==> config.mk <==
export PLATFORM = sky130hd
export DESIGN_NAME = cell_limit_monitor
export DESIGN_NICKNAME = d
export VERILOG_FILES = /design/src/rtl/lim_pkg.sv /design/src/rtl/lim_window.sv /design/src/rtl/lim_cfg.sv /design/src/rtl/cell_limit_monitor.sv
export SDC_FILE = /design/constraint.sdc
export NUM_CORES = 1
export LEC_CHECK = 0
export ABC_AREA = 0
export BUFFER_PORTS_ARGS = -buffer_cell sky130_fd_sc_hd__buf_4
export CAP_MARGIN = 20
export CORE_MARGIN = 3
export CORE_UTILIZATION = 49
export DETAILED_ROUTE_END_ITERATION = 10
export GPL_ROUTABILITY_DRIVEN = 0
export PLACE_DENSITY = 0.76
export SLEW_MARGIN = 20
export SYNTH_ARGS = -nofsm -noshare
export SYNTH_HDL_FRONTEND = slang
export SYNTH_SLANG_ARGS = --single-unit
==> constraint.sdc <==
create_clock -name clk -period 2.1 [get_ports clk]
set_clock_uncertainty 0.15 [all_clocks]
set_input_delay 0.42 -clock clk [delete_from_list [all_inputs] [get_ports clk]]
set_output_delay 0.42 -clock clk [all_outputs]
set_load 0.02 [all_outputs]
==> src/rtl/lim_pkg.sv <==
package lim_pkg;

    // Register addresses of the write port
    typedef enum logic [2:0] {
        A_OV_THR   = 3'd0,
        A_UV_THR   = 3'd1,
        A_OT_THR   = 3'd2,
        A_UT_THR   = 3'd3,
        A_CELL_EN  = 3'd4,
        A_FLT_EN   = 3'd5,
        A_CLR_CELL = 3'd6,
        A_CLR_AUX  = 3'd7
    } reg_addr_e;

    // Bit positions in the fault-enable register
    localparam int CAT_OV = 0;
    localparam int CAT_UV = 1;
    localparam int CAT_OT = 2;
    localparam int CAT_UT = 3;
    localparam int N_CAT  = 4;

endpackage

==> src/rtl/lim_window.sv <==
// Scales an upper and a lower limit into the code domain and compares.
module lim_window #(
    parameter int THR_W  = 8,
    parameter int CODE_W = 15
) (
    input  logic [CODE_W-1:0] code,
    input  logic [THR_W-1:0]  thr_hi,
    input  logic [THR_W-1:0]  thr_lo,
    output logic              above,
    output logic              below
);
    localparam int SHIFT = CODE_W - THR_W;

    logic [CODE_W-1:0] hi_scaled;
    logic [CODE_W-1:0] lo_scaled;

    assign hi_scaled = {thr_hi, {SHIFT{1'b0}}};
    assign lo_scaled = {thr_lo, {SHIFT{1'b0}}};
    assign above     = code > hi_scaled;
    assign below     = code < lo_scaled;

endmodule

==> src/rtl/lim_cfg.sv <==
// Limit, enable and mask registers plus clear strobe decode.
module lim_cfg
    import lim_pkg::*;
#(
    parameter int N_CELL     = 6,
    parameter int N_AUX      = 7,
    parameter int CELL_THR_W = 8,
    parameter int TEMP_THR_W = 10,
    parameter int DATA_W     = 16,
    parameter int OV_RST     = 215,
    parameter int UV_RST     = 128,
    parameter int OT_RST     = 238,
    parameter int UT_RST     = 782
) (
    input  logic                  clk,
    input  logic                  rst_n,
    input  logic                  wr_en,
    input  logic [2:0]            wr_addr,
    input  logic [DATA_W-1:0]     wr_data,
    output logic [CELL_THR_W-1:0] ov_thr,
    output logic [CELL_THR_W-1:0] uv_thr,
    output logic [TEMP_THR_W-1:0] ot_thr,
    output logic [TEMP_THR_W-1:0] ut_thr,
    output logic [N_CELL-1:0]     cell_en,
    output logic [N_CAT-1:0]      flt_en,
    output logic [N_CELL-1:0]     clr_ov,
    output logic [N_CELL-1:0]     clr_uv,
    output logic [N_AUX-1:0]      clr_ot,
    output logic [N_AUX-1:0]      clr_ut
);
    localparam int HALF = DATA_W / 2;

    typedef struct packed {
        logic [CELL_THR_W-1:0] ov;
        logic [CELL_THR_W-1:0] uv;
        logic [TEMP_THR_W-1:0] ot;
        logic [TEMP_THR_W-1:0] ut;
        logic [N_CELL-1:0]     cen;
        logic [N_CAT-1:0]      fen;
    } cfg_t;

    cfg_t cfg_d, cfg_q;
    logic unused_wr;

    assign unused_wr = ^wr_data;

    always_comb begin
        cfg_d = cfg_q;
        if (wr_en) begin
            case (wr_addr)
                A_OV_THR:  cfg_d.ov  = wr_data[CELL_THR_W-1:0];
                A_UV_THR:  cfg_d.uv  = wr_data[CELL_THR_W-1:0];
                A_OT_THR:  cfg_d.ot  = wr_data[TEMP_THR_W-1:0];
                A_UT_THR:  cfg_d.ut  = wr_data[TEMP_THR_W-1:0];
                A_CELL_EN: cfg_d.cen = wr_data[N_CELL-1:0];
                A_FLT_EN:  cfg_d.fen = wr_data[N_CAT-1:0];
                default:   ;
            endcase
        end
    end

    always_ff @(posedge clk or negedge rst_n) begin
        if (!rst_n) begin
            cfg_q.ov  <= CELL_THR_W'(OV_RST);
            cfg_q.uv  <= CELL_THR_W'(UV_RST);
            cfg_q.ot  <= TEMP_THR_W'(OT_RST);
            cfg_q.ut  <= TEMP_THR_W'(UT_RST);
            cfg_q.cen <= '1;
            cfg_q.fen <= '1;
        end else begin
            cfg_q <= cfg_d;
        end
    end

    assign ov_thr  = cfg_q.ov;
    assign uv_thr  = cfg_q.uv;
    assign ot_thr  = cfg_q.ot;
    assign ut_thr  = cfg_q.ut;
    assign cell_en = cfg_q.cen;
    assign flt_en  = cfg_q.fen;

    assign clr_ov = (wr_en && wr_addr == A_CLR_CELL) ? wr_data[N_CELL-1:0]      : '0;
    assign clr_uv = (wr_en && wr_addr == A_CLR_CELL) ? wr_data[HALF+N_CELL-1:HALF] : '0;
    assign clr_ot = (wr_en && wr_addr == A_CLR_AUX)  ? wr_data[N_AUX-1:0]       : '0;
    assign clr_ut = (wr_en && wr_addr == A_CLR_AUX)  ? wr_data[HALF+N_AUX-1:HALF]  : '0;

    // a limit write is visible in the register after the edge
    assert_ov_write_R5: assert property (@(posedge clk) disable iff (!rst_n)
        (wr_en && wr_addr == A_OV_THR) |=> ov_thr == $past(wr_data[CELL_THR_W-1:0]));
    assert_ot_write_R5: assert property (@(posedge clk) disable iff (!rst_n)
        (wr_en && wr_addr == A_OT_THR) |=> ot_thr == $past(wr_data[TEMP_THR_W-1:0]));

endmodule

==> src/rtl/cell_limit_monitor.sv <==
module cell_limit_monitor
    import lim_pkg::*;
#(
    parameter int N_CELL     = 6,
    parameter int N_AUX      = 7,
    parameter int CODE_W     = 15,
    parameter int CHAN_W     = 4,
    parameter int DATA_W     = 16,
    parameter int CELL_THR_W = 8,
    parameter int TEMP_THR_W = 10,
    parameter int OV_RST     = 215,
    parameter int UV_RST     = 128,
    parameter int OT_RST     = 238,
    parameter int UT_RST     = 782
) (
    input  logic              clk,
    input  logic              rst_n,
    input  logic              res_valid,
    input  logic              res_aux,
    input  logic [CHAN_W-1:0] res_chan,
    input  logic [CODE_W-1:0] res_code,
    input  logic              wr_en,
    input  logic [2:0]        wr_addr,
    input  logic [DATA_W-1:0] wr_data,
    output logic [N_CELL-1:0] ov_flags,
    output logic [N_CELL-1:0] uv_flags,
    output logic [N_AUX-1:0]  ot_flags,
    output logic [N_AUX-1:0]  ut_flags,
    output logic              fault_out
);
    typedef struct packed {
        logic [N_CELL-1:0] ov;
        logic [N_CELL-1:0] uv;
        logic [N_AUX-1:0]  ot;
        logic [N_AUX-1:0]  ut;
        logic              fault;
    } st_t;

    logic [CELL_THR_W-1:0] ov_thr, uv_thr;
    logic [TEMP_THR_W-1:0] ot_thr, ut_thr;
    logic [N_CELL-1:0]     cell_en, clr_ov, clr_uv;
    logic [N_AUX-1:0]      clr_ot, clr_ut;
    logic [N_CAT-1:0]      flt_en;
    logic                  c_above, c_below, a_above, a_below;
    logic [N_CELL-1:0]     cell_sel;
    logic [N_AUX-1:0]      aux_sel;
    st_t                   st_d, st_q;

    lim_cfg #(
        .N_CELL(N_CELL), .N_AUX(N_AUX), .CELL_THR_W(CELL_THR_W),
        .TEMP_THR_W(TEMP_THR_W), .DATA_W(DATA_W), .OV_RST(OV_RST),
        .UV_RST(UV_RST), .OT_RST(OT_RST), .UT_RST(UT_RST)
    ) i_cfg (
        .clk(clk), .rst_n(rst_n), .wr_en(wr_en), .wr_addr(wr_addr),
        .wr_data(wr_data), .ov_thr(ov_thr), .uv_thr(uv_thr),
        .ot_thr(ot_thr), .ut_thr(ut_thr), .cell_en(cell_en),
        .flt_en(flt_en), .clr_ov(clr_ov), .clr_uv(clr_uv),
        .clr_ot(clr_ot), .clr_ut(clr_ut)
    );

    // Cell path: upper limit is overvoltage, lower is undervoltage
    lim_window #(.THR_W(CELL_THR_W), .CODE_W(CODE_W)) i_cell_win (
        .code(res_code), .thr_hi(ov_thr), .thr_lo(uv_thr),
        .above(c_above), .below(c_below)
    );

    // Thermistor path: voltage falls with heat, so the cold limit is the
    // upper bound and the hot limit the lower bound
    lim_window #(.THR_W(TEMP_THR_W), .CODE_W(CODE_W)) i_aux_win (
        .code(res_code), .thr_hi(ut_thr), .thr_lo(ot_thr),
        .above(a_above), .below(a_below)
    );

    always_comb begin
        for (int i = 0; i < N_CELL; i++) begin
            cell_sel[i] = res_valid && !res_aux && cell_en[i] &&
                          (res_chan == CHAN_W'(i));
        end
        for (int i = 0; i < N_AUX; i++) begin
            aux_sel[i] = res_valid && res_aux && (res_chan == CHAN_W'(i));
        end

        st_d       = st_q;
        st_d.ov    = (st_q.ov & ~clr_ov) | (cell_sel & {N_CELL{c_above}});
        st_d.uv    = (st_q.uv & ~clr_uv) | (cell_sel & {N_CELL{c_below}});
        st_d.ot    = (st_q.ot & ~clr_ot) | (aux_sel & {N_AUX{a_below}});
        st_d.ut    = (st_q.ut & ~clr_ut) | (aux_sel & {N_AUX{a_above}});
        st_d.fault = ((|st_q.ov) && flt_en[CAT_OV]) ||
                     ((|st_q.uv) && flt_en[CAT_UV]) ||
                     ((|st_q.ot) && flt_en[CAT_OT]) ||
                     ((|st_q.ut) && flt_en[CAT_UT]);
    end

    always_ff @(posedge clk or negedge rst_n) begin
        if (!rst_n) begin
            st_q <= '0;
        end else begin
            st_q <= st_d;
        end
    end

    assign ov_flags  = st_q.ov;
    assign uv_flags  = st_q.uv;
    assign ot_flags  = st_q.ot;
    assign ut_flags  = st_q.ut;
    assign fault_out = st_q.fault;

    generate
        for (genvar g = 0; g < N_CELL; g++) begin : g_cell_chk
            // a cell flag only rises from a result on that enabled channel
            assert_ov_source_R6: assert property (@(posedge clk) disable iff (!rst_n)
                $rose(st_q.ov[g]) |-> $past(res_valid && !res_aux &&
                                            res_chan == CHAN_W'(g) && cell_en[g]));
            assert_uv_source_R6: assert property (@(posedge clk) disable iff (!rst_n)
                $rose(st_q.uv[g]) |-> $past(res_valid && !res_aux &&
                                            res_chan == CHAN_W'(g) && cell_en[g]));
            // a flag holds unless its clear bit is written
            assert_ov_sticky_R7: assert property (@(posedge clk) disable iff (!rst_n)
                (st_q.ov[g] && !clr_ov[g]) |=> st_q.ov[g]);
        end
        for (genvar g = 0; g < N_AUX; g++) begin : g_aux_chk
            // a temperature flag only rises from an auxiliary result
            assert_ot_source_R3: assert property (@(posedge clk) disable iff (!rst_n)
                $rose(st_q.ot[g]) |-> $past(res_valid && res_aux &&
                                            res_chan == CHAN_W'(g)));
            assert_ut_sticky_R7: assert property (@(posedge clk) disable iff (!rst_n)
                (st_q.ut[g] && !clr_ut[g]) |=> st_q.ut[g]);
        end
    endgenerate

    // the fault pin follows enabled flags one cycle later
    assert_fault_rise_R8: assert property (@(posedge clk) disable iff (!rst_n)
        ((|st_q.ov) && flt_en[CAT_OV]) |=> fault_out);
    assert_fault_idle_R8: assert property (@(posedge clk) disable iff (!rst_n)
        (st_q.ov == '0 && st_q.uv == '0 && st_q.ot == '0 && st_q.ut == '0) |=> !fault_out);

endmodule

==> reports/qor.csv <==
metric;value;unit
viasPerCell;5.60;
finalHoldViolations;0;
crit_path_end_kind;flop;
syn_area;3870;sq um
antenna_cells;0;
htreeDepth;3;
nets;547;
tightest_slew;445;ps
min_path_cells;3;
start_util;51.9;%
synth-xor-area-share;0;%
violations;setup timing;
die_x;94.8;um
drcViolationCount;0;
core-area;7450;sq um
muxShareOfSynthArea;6.70;%
drt-initial-drc-count;174;
grt_pass1_wl;16.2;mm
slowest_delay;540;ps
layout.cells.most_common_list;89 x buf_4, 65 x nand2_1, 45 x dfrtp_1;
post_drt_wl_per_cell;17.6;um
fillers;580;
critical_path_required;2190;ps
grt_pass1_vias;3268;
yosysSeqAreaShare;48.2;%
gr-total-overflow;0;
dp_hpwl;7.67;mm
root_buffer;clkbuf_8;
power;4.40;mW
cts.sinks;73;
setup_ws;-89.5;ps
numCtsBuffers;9;
route.final.wire_length;10.1;mm
drtPass1Iterations;4;
worst_skew_pair.late_latency;340;ps
status;complete, but fails checks;
fin_util;66.5;%
yosysWarnings;0;
hold_path_class;in2reg;
timing.fmax;457;MHz
synth_area_per_cell;10.3;sq um
ys_types;42;
worst-path-max-fanout;4;
cts_tree;built;
final_area;4950;sq um
timing.final.crit_period;2190;ps
synth-simple-area-share;15.4;%
ioPinCount;70;
grtUsageTotal;24.1;%
async_reset_ff_share;100;%
synth-edff-count;0;
place_area;4620;sq um
r2r_cells;8;
final_common_cell;buf_4;
setup_tns;-394;ps
syn-instance-count;375;
clk_pin_slew_worst_paths;80;ps
via_count;3211;
cellPowerDensity;888;nW/um^2
synth_compound_area_share;13.7;%
rsz0062_at_grt;yes;
syn_nets;452;
finalCritPeriodShare;104;%
synth_seq_cells;73;
synth_top_family_by_area;simple AND/OR/NAND/NOR gates;
synth_top_flop_cell;dfrtp_1;
grt_antenna_before_repair;0;
ant_nets;0;
die_area;8990;sq um
port_buffers;68;
setup_violations;5;
core.rowCount;31;
worstSetupStartpointType;flop;
die_h;94.8;um
crit_top_cell;nand4_1;
cp_slowest_cell;dfstp_2;
drive_gt1_share;38.4;%
cp.arrival;2280;ps
ir_worst_vdd;0.358;mV
grt_max_degree;40;
clk_path_buf_depth;2;
area_growth;28.0;%
synth_fa_ha_area_share;11.0;%
p_leak;2.28;nW
cp.depth;8;
crit_family;simple AND/OR/NAND/NOR gates;
cp_cell_sequence;inv_2 > ha_4 > nand4_1 > buf_4 > nor2_4 > nand4_1 > and3_4 > a22o_2;
cap_violations;0;
path_class;reg2reg;
relSlewSlack;69.9;%
finalMaxSlewViolations;0;
crit_buf_inv;2;
[where the power goes]
part           leakage (nW)  switching (mW)  internal (mW)
registers             0.872           0.165           1.78
clock network        0.0981           0.517          0.572
logic                  1.31           0.729          0.635
[cell usage after synthesis, drive strengths merged (4+ instances only)]
master	n	share of area (%)
a21oi	11	1.4
clkbuf	7	1.5
nand2b	7	1.1
a32o	4	1.1
nand2	65	6.3
inv	36	3.5
nand3	5	0.65
dfstp	28	19
nand4	9	1.5
a21o	4	0.78
nor3	6	0.91
o21ai	36	4.7
a22o	6	1.4
o31ai	4	0.78
nor2	10	1.0
ha	34	11
dfrtp	45	29
mux2	23	6.7
o2bb2ai	6	1.4
or4	5	1.1
[flip-flops by register name (all words and copies together) (netlist names), 6 cells and up]
register,cells
uv_flags,6
i_cfg.ov_thr,8
ot_flags,7
i_cfg.ot_thr,10
ov_flags,6
i_cfg.ut_thr,10
i_cfg.cell_en,6
i_cfg.uv_thr,8
ut_flags,7
[logic make-up after synthesis]
kind of cell,Yosys count
adder cells (fa/ha/maj),34
AND/OR/NAND/NOR,120
multiplexers,23
AO/OA/AOI/OAI,81
flip-flops,73
buffers and inverters,44
[worst paths after layout]
kind | from | endpoint | slack [ps]
max reg2reg | i_cfg.ut_thr[8] | ut_flags[2] | -90
max in group asynchronous | rst_n | i_cfg.flt_en[2] | 760
min in group asynchronous | rst_n | i_cfg.ut_thr[4] | 410
max | i_cfg.ut_thr[8] | ut_flags[2] | -90
min reg2reg | i_cfg.ot_thr[5] | i_cfg.ot_thr[5] | 360
min | wr_data[7] | i_cfg.ov_thr[7] | 180
[through the flow]
step | hold slack [ps] | instances | setup WS (ps)
after floorplan | -25.6 | 375 | 31.2
after global placement | 244 | 556 | -161
after detailed placement | 253 | 556 | -283
after CTS | 163 | 573 | -107
after global routing | 170 | 573 | -195
final | 179 | 573 | -89.5
[timing repair]
action                                  4_1_cts  5_1_grt
buffers inserted                              1        0
hold buffers                                  1        0
endpoints found under the setup margin       23       23
hold endpoints to repair                     19        0
gates resized for setup                      16       11
pin swaps                                    13        7
[layout make-up]
class / instances / area (sq um) / area share [%]
multi-input cells: 258 / 1930 / 38.9
flip-flops and latches: 73 / 1860 / 37.6
repair buffers: 92 / 709 / 14.3
clock buffers: 10 / 138 / 2.78
inverters: 36 / 135 / 2.73
well taps: 99 / 124 / 2.50
clock inverters: 5 / 56.3 / 1.14
[worst reg2reg max path, cell delays in order (launching register included)]
cell and delay [ps]:
dfstp_2 540, inv_2 50, ha_4 250, nand4_1 190, buf_4 210, nor2_4 70
nand4_1 160, and3_4 240, a22o_2 230
[routing by layer]
metal	vias up	share of wire [%]	global-route usage, %
met2	96	50	39.5
met5	-	0	0
met4	0	2.1	11.2
met1	1577	41	31.0
met3	16	6.2	4.38
li1	1522	-	-
Power figures use the tool's default switching activity.
